`src/rtl/xbc_pkg.sv`:
```
package xbc_pkg;
  localparam int WAIT_W = 3;
  localparam int CNT_W  = WAIT_W + 1;
  localparam int CFG_W  = 8;

  typedef struct packed {
    logic              wide;
    logic              early;
    logic [1:0]        dly;
    logic [WAIT_W-1:0] waits;
    logic              en;
  } xbc_cfg_t;

  localparam xbc_cfg_t CFG_RST = '{wide: 1'b0, early: 1'b0, dly: 2'd0,
                                   waits: {WAIT_W{1'b1}}, en: 1'b1};

  typedef enum logic [1:0] {ST_IDLE, ST_ALE, ST_ACC, ST_DONE} xbc_state_e;
endpackage

```
`src/rtl/xbc_cfg_bank.sv`:
```
module xbc_cfg_bank
  import xbc_pkg::*;
#(
  parameter int NUM_CS = 8,
  localparam int SEL_W = $clog2(NUM_CS)
) (
  input  logic             clk,
  input  logic             rst_n,
  input  logic             we_i,
  input  logic [SEL_W-1:0] idx_i,
  input  logic [CFG_W-1:0] data_i,
  input  logic [SEL_W-1:0] sel_i,
  output xbc_cfg_t         cfg_o
);
  xbc_cfg_t cfg_q [NUM_CS];

  for (genvar g = 0; g < NUM_CS; g++) begin : g_slot
    logic hit;
    assign hit = we_i && (idx_i == SEL_W'(g));
    always_ff @(posedge clk or negedge rst_n) begin
      if (!rst_n) begin
        cfg_q[g] <= CFG_RST;
      end else if (hit) begin
        cfg_q[g] <= xbc_cfg_t'(data_i);
      end
    end
  end

  assign cfg_o = cfg_q[sel_i];
endmodule

```
`src/rtl/xbc_strobe_gen.sv`:
```
module xbc_strobe_gen
  import xbc_pkg::*;
(
  input  xbc_cfg_t         cfg_i,
  input  logic [CNT_W-1:0] k_i,
  output logic             act_o,
  output logic             last_o
);
  logic [CNT_W-1:0] n_len;
  logic [CNT_W-1:0] start;
  logic [CNT_W-1:0] stop;

  always_comb begin
    n_len  = CNT_W'(cfg_i.waits) + CNT_W'(1);
    start  = (cfg_i.dly == 2'd3) ? CNT_W'(2) : CNT_W'(cfg_i.dly);
    stop   = n_len - CNT_W'(cfg_i.early);
    act_o  = (k_i >= start) && (k_i < stop);
    last_o = act_o && (k_i == stop - CNT_W'(1));
  end
endmodule

```
`src/rtl/xbc_seq.sv`:
```
module xbc_seq
  import xbc_pkg::*;
#(
  parameter int PIN_W  = 12,
  parameter int NUM_CS = 8,
  parameter int DATA_W = 32,
  parameter int BUS_W  = 16,
  localparam int ADDR_W = 2 * PIN_W,
  localparam int SEL_W  = $clog2(NUM_CS),
  localparam int BYTE_W = 8,
  localparam int SH_W   = $clog2(DATA_W) + 1
) (
  input  logic              clk,
  input  logic              rst_n,
  input  logic              req_valid_i,
  input  logic              req_write_i,
  input  logic [1:0]        req_size_i,
  input  logic [ADDR_W-1:0] req_addr_i,
  input  logic [DATA_W-1:0] req_wdata_i,
  input  xbc_cfg_t          cfg_i,
  output logic [SEL_W-1:0]  sel_o,
  output logic [CNT_W-1:0]  k_o,
  input  logic              stb_act_i,
  input  logic              stb_last_i,
  output logic              busy_o,
  output logic              done_o,
  output logic [DATA_W-1:0] rdata_o,
  output logic [PIN_W-1:0]  ad_o,
  output logic              ale_o,
  output logic [NUM_CS-1:0] cs_n_o,
  output logic              rd_n_o,
  output logic              wr_n_o,
  output logic [1:0]        ben_n_o,
  output logic [BUS_W-1:0]  dout_o,
  output logic              doe_o,
  input  logic [BUS_W-1:0]  din_i
);
  xbc_state_e        state_q, state_d;
  logic [1:0]        beat_q, beat_d;
  logic [CNT_W-1:0]  k_q, k_d;
  logic [DATA_W-1:0] rdata_q, rdata_d;
  logic [ADDR_W-1:0] addr_q;
  logic [DATA_W-1:0] wdata_q;
  logic              write_q;
  logic [1:0]        size_q;
  logic [SEL_W-1:0]  sel_q;

  logic              load;
  logic [1:0]        nlog;
  logic [1:0]        last_beat;
  logic [2:0]        offs;
  logic [ADDR_W-1:0] cur_addr;
  logic              byte_mode;
  logic [SH_W-1:0]   sh;
  logic [BUS_W-1:0]  lane_rd;
  logic [DATA_W-1:0] wpiece;
  logic              in_acc;

  assign load   = (state_q == ST_IDLE) && req_valid_i;
  assign sel_o  = (state_q == ST_IDLE) ? req_addr_i[ADDR_W-1 -: SEL_W] : sel_q;
  assign in_acc = (state_q == ST_ACC);
  assign k_o    = k_q;

  // transfer count and per-transfer address
  always_comb begin
    nlog = (size_q > {1'b0, cfg_i.wide}) ? (size_q - {1'b0, cfg_i.wide}) : 2'd0;
    case (nlog)
      2'd0:    last_beat = 2'd0;
      2'd1:    last_beat = 2'd1;
      default: last_beat = 2'd3;
    endcase
    offs      = cfg_i.wide ? {beat_q, 1'b0} : {1'b0, beat_q};
    cur_addr  = addr_q + ADDR_W'(offs);
    byte_mode = !cfg_i.wide || (size_q == 2'd0);
    sh        = byte_mode ? SH_W'({beat_q, 3'b000}) : SH_W'({beat_q, 4'b0000});
  end

  // data lanes
  always_comb begin
    if (!byte_mode) begin
      lane_rd = din_i;
    end else if (cfg_i.wide && cur_addr[0]) begin
      lane_rd = {{(BUS_W-BYTE_W){1'b0}}, din_i[BUS_W-1 -: BYTE_W]};
    end else begin
      lane_rd = {{(BUS_W-BYTE_W){1'b0}}, din_i[BYTE_W-1:0]};
    end
    wpiece = wdata_q >> sh;
    if (!byte_mode) begin
      dout_o = wpiece[BUS_W-1:0];
    end else if (cfg_i.wide) begin
      dout_o = {wpiece[BYTE_W-1:0], wpiece[BYTE_W-1:0]};
    end else begin
      dout_o = {{(BUS_W-BYTE_W){1'b0}}, wpiece[BYTE_W-1:0]};
    end
  end

  // next state
  always_comb begin
    state_d = state_q;
    beat_d  = beat_q;
    k_d     = k_q;
    rdata_d = rdata_q;
    case (state_q)
      ST_IDLE: begin
        if (req_valid_i) begin
          beat_d  = 2'd0;
          k_d     = '0;
          rdata_d = '0;
          state_d = cfg_i.en ? ST_ALE : ST_DONE;
        end
      end
      ST_ALE: begin
        k_d     = '0;
        state_d = ST_ACC;
      end
      ST_ACC: begin
        if (stb_last_i && !write_q) begin
          rdata_d = rdata_q | (DATA_W'(lane_rd) << sh);
        end
        if (k_q == CNT_W'(cfg_i.waits)) begin
          if (beat_q == last_beat) begin
            state_d = ST_DONE;
          end else begin
            beat_d  = beat_q + 2'd1;
            state_d = ST_ALE;
          end
        end else begin
          k_d = k_q + CNT_W'(1);
        end
      end
      default: state_d = ST_IDLE;
    endcase
  end

  always_ff @(posedge clk or negedge rst_n) begin
    if (!rst_n) begin
      state_q <= ST_IDLE;
      beat_q  <= '0;
      k_q     <= '0;
      rdata_q <= '0;
    end else begin
      state_q <= state_d;
      beat_q  <= beat_d;
      k_q     <= k_d;
      rdata_q <= rdata_d;
    end
  end

  always_ff @(posedge clk or negedge rst_n) begin
    if (!rst_n) begin
      addr_q  <= '0;
      wdata_q <= '0;
      write_q <= 1'b0;
      size_q  <= '0;
      sel_q   <= '0;
    end else if (load) begin
      addr_q  <= req_addr_i;
      wdata_q <= req_wdata_i;
      write_q <= req_write_i;
      size_q  <= req_size_i;
      sel_q   <= req_addr_i[ADDR_W-1 -: SEL_W];
    end
  end

  // pins
  always_comb begin
    busy_o  = (state_q != ST_IDLE);
    done_o  = (state_q == ST_DONE);
    rdata_o = rdata_q;
    ale_o   = (state_q == ST_ALE);
    if (state_q == ST_ALE) begin
      ad_o = cur_addr[ADDR_W-1 -: PIN_W];
    end else if (in_acc) begin
      ad_o = cur_addr[PIN_W-1:0];
    end else begin
      ad_o = '0;
    end
    cs_n_o = in_acc ? ~(NUM_CS'(1) << sel_q) : '1;
    rd_n_o = !(in_acc && stb_act_i && !write_q);
    wr_n_o = !(in_acc && stb_act_i && write_q);
    doe_o  = in_acc && write_q;
    if (!in_acc) begin
      ben_n_o = 2'b11;
    end else if (cfg_i.wide && size_q == 2'd0) begin
      ben_n_o = cur_addr[0] ? 2'b01 : 2'b10;
    end else if (cfg_i.wide) begin
      ben_n_o = 2'b00;
    end else begin
      ben_n_o = 2'b10;
    end
  end

  p_disabled_done_r8: assert property (@(posedge clk) disable iff (!rst_n)
    (load && !cfg_i.en) |=> (done_o && rdata_o == '0));
  p_accept_ale_r2: assert property (@(posedge clk) disable iff (!rst_n)
    (load && cfg_i.en) |=> ale_o);
  p_ale_then_acc_r2: assert property (@(posedge clk) disable iff (!rst_n)
    ale_o |=> (!ale_o && in_acc));
endmodule

```
`src/rtl/xbc_top.sv`:
```
module xbc_top
  import xbc_pkg::*;
#(
  parameter int PIN_W  = 12,
  parameter int NUM_CS = 8,
  parameter int DATA_W = 32,
  parameter int BUS_W  = 16,
  localparam int ADDR_W = 2 * PIN_W,
  localparam int SEL_W  = $clog2(NUM_CS)
) (
  input  logic              clk,
  input  logic              rst_n,
  input  logic              cfg_we,
  input  logic [SEL_W-1:0]  cfg_idx,
  input  logic [CFG_W-1:0]  cfg_data,
  input  logic              req_valid,
  input  logic              req_write,
  input  logic [1:0]        req_size,
  input  logic [ADDR_W-1:0] req_addr,
  input  logic [DATA_W-1:0] req_wdata,
  output logic              busy,
  output logic              done,
  output logic [DATA_W-1:0] rdata,
  output logic [PIN_W-1:0]  ext_ad,
  output logic              ext_ale,
  output logic [NUM_CS-1:0] ext_cs_n,
  output logic              ext_rd_n,
  output logic              ext_wr_n,
  output logic [1:0]        ext_ben_n,
  output logic [BUS_W-1:0]  ext_dout,
  output logic              ext_doe,
  input  logic [BUS_W-1:0]  ext_din
);
  xbc_cfg_t         cfg;
  logic [SEL_W-1:0] sel;
  logic [CNT_W-1:0] kcnt;
  logic             stb_act;
  logic             stb_last;

  xbc_cfg_bank #(.NUM_CS(NUM_CS)) i_bank (
    .clk    (clk),
    .rst_n  (rst_n),
    .we_i   (cfg_we),
    .idx_i  (cfg_idx),
    .data_i (cfg_data),
    .sel_i  (sel),
    .cfg_o  (cfg)
  );

  xbc_strobe_gen i_stb (
    .cfg_i  (cfg),
    .k_i    (kcnt),
    .act_o  (stb_act),
    .last_o (stb_last)
  );

  xbc_seq #(
    .PIN_W (PIN_W),
    .NUM_CS(NUM_CS),
    .DATA_W(DATA_W),
    .BUS_W (BUS_W)
  ) i_seq (
    .clk         (clk),
    .rst_n       (rst_n),
    .req_valid_i (req_valid),
    .req_write_i (req_write),
    .req_size_i  (req_size),
    .req_addr_i  (req_addr),
    .req_wdata_i (req_wdata),
    .cfg_i       (cfg),
    .sel_o       (sel),
    .k_o         (kcnt),
    .stb_act_i   (stb_act),
    .stb_last_i  (stb_last),
    .busy_o      (busy),
    .done_o      (done),
    .rdata_o     (rdata),
    .ad_o        (ext_ad),
    .ale_o       (ext_ale),
    .cs_n_o      (ext_cs_n),
    .rd_n_o      (ext_rd_n),
    .wr_n_o      (ext_wr_n),
    .ben_n_o     (ext_ben_n),
    .dout_o      (ext_dout),
    .doe_o       (ext_doe),
    .din_i       (ext_din)
  );

  p_strobe_excl_r4: assert property (@(posedge clk) disable iff (!rst_n)
    !(!ext_rd_n && !ext_wr_n));
  p_strobe_in_cs_r4: assert property (@(posedge clk) disable iff (!rst_n)
    (!ext_rd_n || !ext_wr_n) |-> !(&ext_cs_n));
  p_cs_onehot_r2: assert property (@(posedge clk) disable iff (!rst_n)
    $onehot0(~ext_cs_n));
  p_ale_no_cs_r2: assert property (@(posedge clk) disable iff (!rst_n)
    ext_ale |-> (&ext_cs_n));
  p_done_pulse_r3: assert property (@(posedge clk) disable iff (!rst_n)
    done |=> !done);
  p_doe_write_r10: assert property (@(posedge clk) disable iff (!rst_n)
    !ext_wr_n |-> ext_doe);
endmodule

```
`config.mk`:
```
export PLATFORM = sky130hd
export DESIGN_NAME = xbc_top
export DESIGN_NICKNAME = d
export VERILOG_FILES = /design/src/rtl/xbc_pkg.sv /design/src/rtl/xbc_cfg_bank.sv /design/src/rtl/xbc_strobe_gen.sv /design/src/rtl/xbc_seq.sv /design/src/rtl/xbc_top.sv
export SDC_FILE = /design/constraint.sdc
export NUM_CORES = 1
export LEC_CHECK = 0
export BUFFER_PORTS_ARGS = -buffer_cell sky130_fd_sc_hd__buf_2
export CORE_MARGIN = 5
export CORE_UTILIZATION = 50
export DETAILED_ROUTE_END_ITERATION = 8
export HOLD_SLACK_MARGIN = 0.06
export PLACE_DENSITY = 0.69
export SLEW_MARGIN = 30
export SYNTH_ARGS = -nofsm -noshare
export SYNTH_HDL_FRONTEND = slang
export SYNTH_SLANG_ARGS = --single-unit
```
`constraint.sdc`:
```
create_clock -name clk -period 5.9 [get_ports clk]
set_clock_uncertainty 0.05 [all_clocks]
set_input_delay 1.18 -clock clk [delete_from_list [all_inputs] [get_ports clk]]
set_output_delay 1.18 -clock clk [all_outputs]
set_load 0.1 [all_outputs]
```
# Yosys cells after proc, flatten, opt, wreduce, memory -nomap -nowiden
# Cells that the tools add are included.
# W data, S select, Z words.
[totals]
ff_bits = 166
latchBits = 0
ram_bits = 0
rom_bits = 0
in_bits = 90
output_inout_bits = 76
wordCells = 155
n_memories = 0
[op_classes]
addsub = 7
multipliers = 0
div = 0
order_cmp = 4
eq_ne = 20
shifts = 3
muxes = 35
n_bitwise = 3
reduce_logical = 34
[ops]
columns = ["cell", "count"]
rows = [
  ["$mux W32", 2],
  ["$pmux W32 S2", 1],
  ["$mux W16", 3],
  ["$mux W8", 4],
  ["$or A32 B32 Y32", 1],
  ["$shl A16 B6 Y32", 1],
  ["$shr A32 B6 Y16", 1],
  ["$mux W2", 13],
  ["$add A24 B3 Y24", 1],
  ["$bmux W8 S3", 1],
  ["$mux W12", 2],
  ["$logic_and A1 B1 Y1", 18],
  ["$eq A3 B3 Y1 const B", 4],
  ["$pmux W4 S3", 1],
  ["$ne A2 B2 Y1 const B", 5],
  ["$mux W4", 2],
  ["$not A8 Y8", 1],
  ["$pmux W2 S2", 2],
  ["$shl A1 B3 Y8 const A", 1],
  ["$eq A2 B2 Y1 const B", 3],
  ["$eq A3 B2 Y1 const B", 2],
  ["$logic_not A2 Y1", 3],
  ["$mux W3", 2],
  ["$mux W6", 1],
  ["other kinds (25)", 31],
]

# Depth between registers and ports, before layout
# Gate-level depths: netlist of the first run.
[depth]
depth_word = 15
ltp_mapped = 21
ltp_nobuf = 18

# By module
# A second synthesis of the first run with hierarchy kept.
[hier_totals]
cells_unflattened = 847
hier_area_um2 = 8856.0
[modules_own_cells]
columns = ["mod", "instances", "cells_per_inst", "area_each_um2"]
rows = [
  ["xbc_seq", 1, 643, 5561.6],
  ["xbc_cfg_bank", 1, 172, 3032.9],
  ["xbc_strobe_gen", 1, 32, 261.5],
]

# Worst setup path before layout of the first run
# No wires, ideal clock.
[synth_path]
path_type = "input port to output port"
start = "input req_addr[21]"
end = "output ext_ad[1]"
arrival_time_ns = 5.968
t_required_ns = 4.670
path_slack_ns = -1.298
path_stages = 18
path_cell_list = "or3b_1 buf_6 nand2_4 buf_8 a211oi_1 or4_1 buf_2 inv_1 nand2_1 o21ai_0 ha_1 a21o_1 a21oi_1 nand3b_1 nor2_1 nand2_1 xor2_1 o21ai_0"
[synth_via]
elab_chain_cells = 9
[synth_rtl]
columns = ["element", "line_no", "rtl"]
rows = [
  ["from (decl)", "xbc_top.sv:19", "input logic [ADDR_W-1:0] req_addr,"],
  ["$mux W3 *", "xbc_seq.sv:60", "assign sel_o = (state_q == ST_IDLE) ? req_addr_i[ADDR_W-1 -: SEL_W] : sel_q;"],
  ["$not A3 Y4 (implied by the code) *", "xbc_cfg_bank.sv:29", "assign cfg_o = cfg_q[sel_i];"],
  ["$bmux W8 S3 *", "xbc_cfg_bank.sv:29", ""],
  ["$mux W8 (implied by the code) * (2 in a row)", "xbc_cfg_bank.sv:29", ""],
  ["$mux W3 *", "xbc_seq.sv:72", "offs = cfg_i.wide ? {beat_q, 1'b0} : {1'b0, beat_q};"],
  ["$add A24 B3 Y24 *", "xbc_seq.sv:73", "cur_addr = addr_q + ADDR_W'(offs);"],
  ["$mux W12", "xbc_seq.sv:173", "end else if (in_acc) begin"],
  ["$mux W12 *", "xbc_seq.sv:171", "if (state_q == ST_ALE) begin"],
  ["to (decl)", "xbc_top.sv:24", "output logic [PIN_W-1:0] ext_ad,"],
]
# Mark *: on every way between the ends. The rest lies on a longest branch, timed or not. The select of a mux whose other input is x is not followed.

# Worst setup path after layout of the first run
[layout_path]
start = "input req_addr[21]"
end = "output ext_ad[6]"
# Same word-level chain as after synthesis.

==> results of run 1 <==
worst paths after layout:
path	depth (start not counted)	from	slack (ns)	end
min in group asynchronous	1	rst_n	0.63	i_seq.addr_q[8]
hold / removal	2	i_seq.rdata_o[18]	0.43	i_seq.rdata_o[18]
max in group asynchronous	2	rst_n	3.97	i_seq.rdata_o[10]
setup / recovery	19	req_addr[21]	0.04	ext_ad[6]
hold reg to reg	2	i_seq.rdata_o[18]	0.43	i_seq.rdata_o[18]
setup reg to reg	21	i_seq.state_q[0]	1.07	i_seq.rdata_o[11]
critical path: stages:
cell and delay, ns:
buf_2 0.09, or3b_4 0.39, nand2_4 0.09, buf_6 0.12
a211oi_2 0.06, or4_4 0.59, and2_4 0.17, ha_4 0.16
fa_2 0.37, a21o_1 0.22, and3_4 0.18, inv_1 0.05
nor2_1 0.05, nand4_1 0.10, buf_6 0.14, nor2_1 0.06
xnor2_1 0.27, o22ai_4 0.12, buf_12 0.20
cell usage after synthesis (3+ instances only):
cell / count
dfstp_2: 32
nor2b_1: 4
a22o_1: 17
nor2_1: 52
nand4_1: 6
ha_1: 15
a22oi_1: 7
nand4b_1: 4
mux2i_1: 26
nor3b_1: 6
and3_1: 19
o21ai_0: 23
o21a_1: 4
nor4_1: 3
buf_6: 3
o22ai_1: 25
xnor2_1: 18
nor4b_1: 3
a21oi_1: 34
mux2_2: 78
o21ai_1: 3
mux4_2: 3
and2_1: 4
nand2_1: 210
buf_2: 4
nor3_1: 11
a31oi_1: 5
inv_1: 26
o31a_1: 7
a21o_1: 4
nand3_1: 13
clkbuf_1: 43
dfrtp_1: 131
nand2b_1: 5
xor2_1: 12
a211oi_1: 25
routing by layer:
metal	wire length, um	vias to the layer above	GRT usage [%]
met3	1400	40	5.06
met1	10300	3647	32.1
met4	611	0	7.15
met5	0	-	0
met2	12100	214	39.8
li1	-	3560	-
kinds of logic after synthesis:
logic type | Yosys count | share of synthesized area (%)
AO/OA/AOI/OAI | 166 | 12.6
XOR/XNOR | 30 | 2.98
adder cells (fa/ha/maj) | 17 | 2.47
buffers and inverters | 81 | 3.93
flip-flops | 163 | 46.7
multiplexers | 107 | 13.7
AND/OR/NAND/NOR | 351 | 17.7
what timing repair did:
| item | 4_1_cts | 5_1_grt |
|---|---|---|
| buffers inserted | 0 | 9 |
| pin swaps | 0 | 16 |
| setup endpoints to repair | 1 | 12 |
| hold buffers | 0 | 0 |
| resized for setup | 2 | 45 |
| gates cloned | 0 | 0 |
area by class of cell:
| cell class | instances | share of cell area (%) |
|---|---|---|
| clock buffer | 19 | 4.14 |
| sequential | 163 | 35.9 |
| multi-input combinational | 671 | 41.5 |
| timing repair buffer | 209 | 14.1 |
| tap | 225 | 2.45 |
| inverter | 27 | 0.904 |
| clock inverter | 13 | 1.09 |
sequential cells by signal, indices dropped and copies added, names as in the netlist:
| name | count |
|---|---|
| i_seq.rdata_o | 32 |
| i_seq.state_q | 2 |
| i_seq.addr_q | 21 |
| i_seq.sel_q | 3 |
| i_seq.wdata_q | 32 |
| i_seq.size_q | 2 |
| i_seq.beat_q | 2 |
| i_seq.write_q | 1 |
| i_bank.cfg_q | 64 |
| i_seq.k_o | 4 |
through the flow:
step / worst slack, ns / setup TNS, ns / util, % / instances / cell area [um^2]
6_report: 0.0403 / 0 / 66.4 / 1327 / 11500
5_1_grt: -0.0807 / -0.193 / 66.4 / 1327 / 11500
4_1_cts: 0.0705 / 0 / 64.9 / 1318 / 11200
3_5_place_dp: 0.00886 / 0 / 61.4 / 1286 / 10600
3_3_place_gp: 0.0854 / 0 / 61.4 / 1286 / 10600
2_1_floorplan: -0.166 / -0.700 / - / 915 / 9050
==> impl_metrics.csv, run 1 <==
group,metric,value,unit
detailed_routing,vias,7461,
placement,dpl.hpwl,17.0,mm
synthesis,synthCells,915,
grt,grt_max_degree,81,
floorplanning,row_count,48,
synthesis,synthesis.nets,1021,
floorplanning,die_area,20400,um^2
hold_path,hp-class,"flip-flop to flip-flop",
synthesis,synthArstFlopShare,100,%
setup_path,crit_type,"input pin to primary output",
cts,cts_tree,"yes",
cts,clk_pin_slew,0.06,ns
detailed_routing,drtAntennaViolNets,0,
timing,fmax,171,MHz
synthesis,synth-main-ff-cell,"dfrtp_1",
final_layout,drive_gt1_share,38.6,%
final_layout,multi_input_area,4770,um^2
detailed_routing,wl_per_cell,18.4,um
grt,grt_pass1_wl,39.3,mm
setup_path,required,4.67,ns
grt,grt_antenna_before_repair,0,
setup_path,worstPathArrival,4.63,ns
timing,worst_slew_pin_slew,0.914,ns
cts,ctsHtreeMaxLevel,4,
placement,portBuffers,165,
synthesis,yosysSeqAreaShare,46.7,%
run,drv_cap,0,
floorplanning,die_x,143,um
cts,cts_buffers,17,
cts,cts-root-buf,"clkbuf_16",
setup_path,cp_max_fo,5,
placement,gp_congestion,0.881,
timing,whs,0.427,ns
cts,clockBufferDepth,2,
grt,grt_usage,24.1,%
floorplanning,coreArea,17300,um^2
synthesis,synth_top_area_share,37.2,%
synthesis,ys_ff_latch,163,
setup_path,cp-end-kind,"primary output",
detailed_routing,via_per_inst,5.62,
final_layout,layout_commonest_cell,"nand2_1",
synthesis,synth_cell_types,62,
detailed_routing,drc,0,
floorplanning,initial_utilization,51.0,%
synthesis,synth_area,8820,um^2
synthesis,syn_area_per_cell,9.64,um^2
grt,grt_pass1_vias,7460,
cts,clock-sinks,163,
floorplanning,top_level_ports,166,
timing,fin_crit,5.86,ns
final_layout,nNetsFinal,1195,
synthesis,synth_top_area_cell,"dfrtp_1",
final_layout,layout_common_cells,"208 x nand2_1, 134 x buf_2, 129 x dfrtp_1",
grt,grt_overflow,0,
setup_path,worstSetupStartpointType,"input pin",
final_layout,nFillCells,1407,
final_layout,seq_area,4120,um^2
detailed_routing,drt_iter0_markers,459,
final_layout,diodes,0,
cts,clock_latency,0.43,ns
timing,finalHoldViolCount,0,
timing,final_max_slew_viol_count,0,
synthesis,synth-edff-count,0,
synthesis,ys_warn_count,0,
timing,fin_crit_sh,99.3,%
synthesis,ys_top_cells_by_area,"dfrtp_1 37%, mux2_2 10%, dfstp_2 9.5%, nand2_1 8.9%, mux2i_1 2.9%",
run_status,outcome,"completed",
timing,setup_viol,0,
timing,max_slew_margin,38.8,%
detailed_routing,finalWirelength,24.5,mm
final_layout,syn_to_final_growth,30.2,%
detailed_routing,dr.pass1.iters,5,
floorplanning,die_height,143,um
Power of run 1 is not shown: default switching activity piles up to over one toggle a cycle in this logic, so the estimate is an artifact.
==> inputs of run 2 (changes only) <==
- BUFFER_PORTS_ARGS: -buffer_cell sky130_fd_sc_hd__buf_2 -> default
- DONT_BUFFER_PORTS: default -> 1
- PLACE_DENSITY: 0.69 -> 0.61
- REMOVE_ABC_BUFFERS: default -> 1
==> run 2 against run 1 <==
  * Cell count decreased by 11%
  * Via count decreased by 6.3%
  * Worst hold slack got worse by 0.034 ns
  * Die area unchanged
  * Critical path depth decreased by 2
  * Sequential share of layout area increased by 3.2 points
  * Critical path type unchanged
==> impl_metrics.csv, run 2 (synthesis gave the netlist of run 1 again) <==
group,metric,value,unit
run_status,outcome,"completed",
setup_path,required,4.67,ns
final_layout,nNetsFinal,1055,
setup_path,worst_path_largest_cell_delay,0.55,ns
final_layout,drive_gt1_share,28.0,%
detailed_routing,finalWirelength,23.4,mm
setup_path,cp_cell_sequence,"or3b_4 -> buf_4 -> and3_1 -> a211oi_1 -> or4_4 -> and2_1 -> ha_1 -> fa_2 -> a21o_1 -> and3_2 -> inv_1 -> nor2_2 -> nand4_1 -> nor2_1 -> xnor2_1 -> o22ai_2 -> buf_12",
floorplanning,top_level_ports,166,
timing,fin_crit_sh,97.0,%
detailed_routing,via_per_inst,5.89,
timing,whs,0.394,ns
cts,clock_latency,0.43,ns
floorplanning,die_area,20400,um^2
final_layout,top_register,"i_bank.cfg_q",
cts,ctsHtreeMaxLevel,4,
cts,cts_buffers,17,
setup_path,critPathTopFamily,"simple AND/OR/NAND/NOR gates",
floorplanning,coreArea,17300,um^2
cts,hold_buffers,0,
setup_path,worstPathArrival,4.49,ns
detailed_routing,drc,0,
grt,grt_pass1_vias,7055,
final_layout,layout_common_cells,"209 x nand2_1, 128 x dfrtp_1, 78 x mux2_2",
setup_path,crit_type,"input pin to primary output",
hold_path,hp-class,"input pin to async pin",
setup_path,worstSetupStartpointType,"input pin",
placement,portBuffers,0,
floorplanning,die_height,143,um
placement,dpl.hpwl,16.5,mm
cts,clk_pin_slew,0.07,ns
detailed_routing,dr.pass1.iters,6,
final_layout,diodes,0,
cts,clock-sinks,163,
detailed_routing,wl_per_cell,19.7,um
timing,setup_ws,0.178,ns
final_layout,layout_commonest_cell,"nand2_1",
placement,dp_cells,1146,
detailed_routing,drt_iter0_markers,426,
timing,worst_slew_pin_slew,1.03,ns
grt,grt_max_degree,164,
grt,grt_antenna_before_repair,0,
setup_path,cp-end-kind,"primary output",
cts,cts_tree,"yes",
final_layout,final_cells,1187,
timing,fin_crit,5.72,ns
timing,rsz0062_at_grt,"no",
floorplanning,initial_utilization,51.0,%
setup_path,critPathBufInv,3,
final_layout,stdcell_area,10500,um^2
final_layout,syn_to_final_growth,19.4,%
timing,max_slew_margin,31.0,%
setup_path,cpMaxStageDelayCell,"or4_4",
setup_path,r2r_cells,21,
setup_path,cp.depth,17,
timing,fmax,175,MHz
timing,finalHoldViolCount,0,
grt,grt_overflow,0,
placement,placedInstanceArea,9810,um^2
setup_path,cp_max_fo,8,
placement,gp_congestion,0.843,
timing,setup_viol,0,
timing,final_max_slew_viol_count,0,
floorplanning,die_x,143,um
run,drv_cap,0,
cts,cts-root-buf,"clkbuf_16",
grt,grt_usage,23.2,%
detailed_routing,vias,6991,
cts,clockBufferDepth,2,
floorplanning,row_count,48,
grt,grt_pass1_wl,37.5,mm
final_layout,largest_reg_flops,64,
placement,dpl_worst_slack,0.0336,ns
detailed_routing,drtAntennaViolNets,0,
==> run 2: changes by cell type in the layout (fill, tap and decap cells not counted), sizes merged <==
cell      previous run  this run
nand2              211       212
clkinvlp             0         1
clkinv               2         1
buf                209        68
==> run 2: final timing paths <==
check | slack (ns) | start | end
setup / recovery | 0.18 | req_addr[21] | ext_ad[10]
hold / removal | 0.39 | rst_n | i_seq.addr_q[6]
setup reg to reg | 1.23 | i_seq.state_q[0] | i_seq.rdata_o[8]
hold reg to reg | 0.44 | i_seq.wdata_q[7] | i_seq.wdata_q[7]
max in group asynchronous | 5.04 | rst_n | i_bank.cfg_q[24]
min in group clk | 0.44 | i_seq.wdata_q[7] | i_seq.wdata_q[7]
==> run 2: metal layers <==
| metal | up-vias | global-route usage (%) | wire (um) |
|---|---|---|---|
| li1 | 3268 | - | - |
| met1 | 3495 | 30.3 | 9810 |
| met2 | 210 | 38.6 | 11800 |
| met3 | 18 | 5.96 | 1510 |
| met4 | 0 | 6.15 | 252 |
| met5 | - | 0 | 0 |
==> run 2: repair_timing <==
action / CTS / global route
setup buffers: 0 / 8
endpoints found under the hold margin: 0 / 0
resized for setup: 2 / 18
gates cloned: 0 / 1
setup endpoints to repair: 6 / 12
pin swaps: 0 / 6
==> run 2: metrics by stage <==
| step | util, % | TNS [ns] |
|---|---|---|
| 6_report | 60.9 | 0 |
| 5_1_grt | 60.9 | 0 |
| 4_1_cts | 60.1 | 0 |
| 3_5_place_dp | 56.7 | 0 |
| 3_3_place_gp | 56.7 | 0 |
| 2_1_floorplan | - | -15.38 |
==> run 2: layout make-up <==
| cell class | instances | area, um^2 |
|---|---|---|
| Clock buffer | 19 | 454 |
| Clock inverter | 13 | 128 |
| Fill cell | 1456 | 6760 |
| Inverter | 27 | 101 |
| Multi-Input combinational cell | 672 | 4590 |
| Sequential cell | 163 | 4120 |
| Tap cell | 225 | 282 |
| Timing Repair Buffer | 68 | 856 |
==> run 2: worst register-to-register path: cells and delay by family (launching register included) <==
| kind | cells | cell delay (ns) |
|---|---|---|
| compound gates | 7 | 1.25 |
| fa+ha+maj | 4 | 1.05 |
| buf+inv | 5 | 0.73 |
| flops | 1 | 0.46 |
| mux | 1 | 0.15 |
| simple gates | 4 | 0.92 |
Power of run 2 is left out for the same reason.
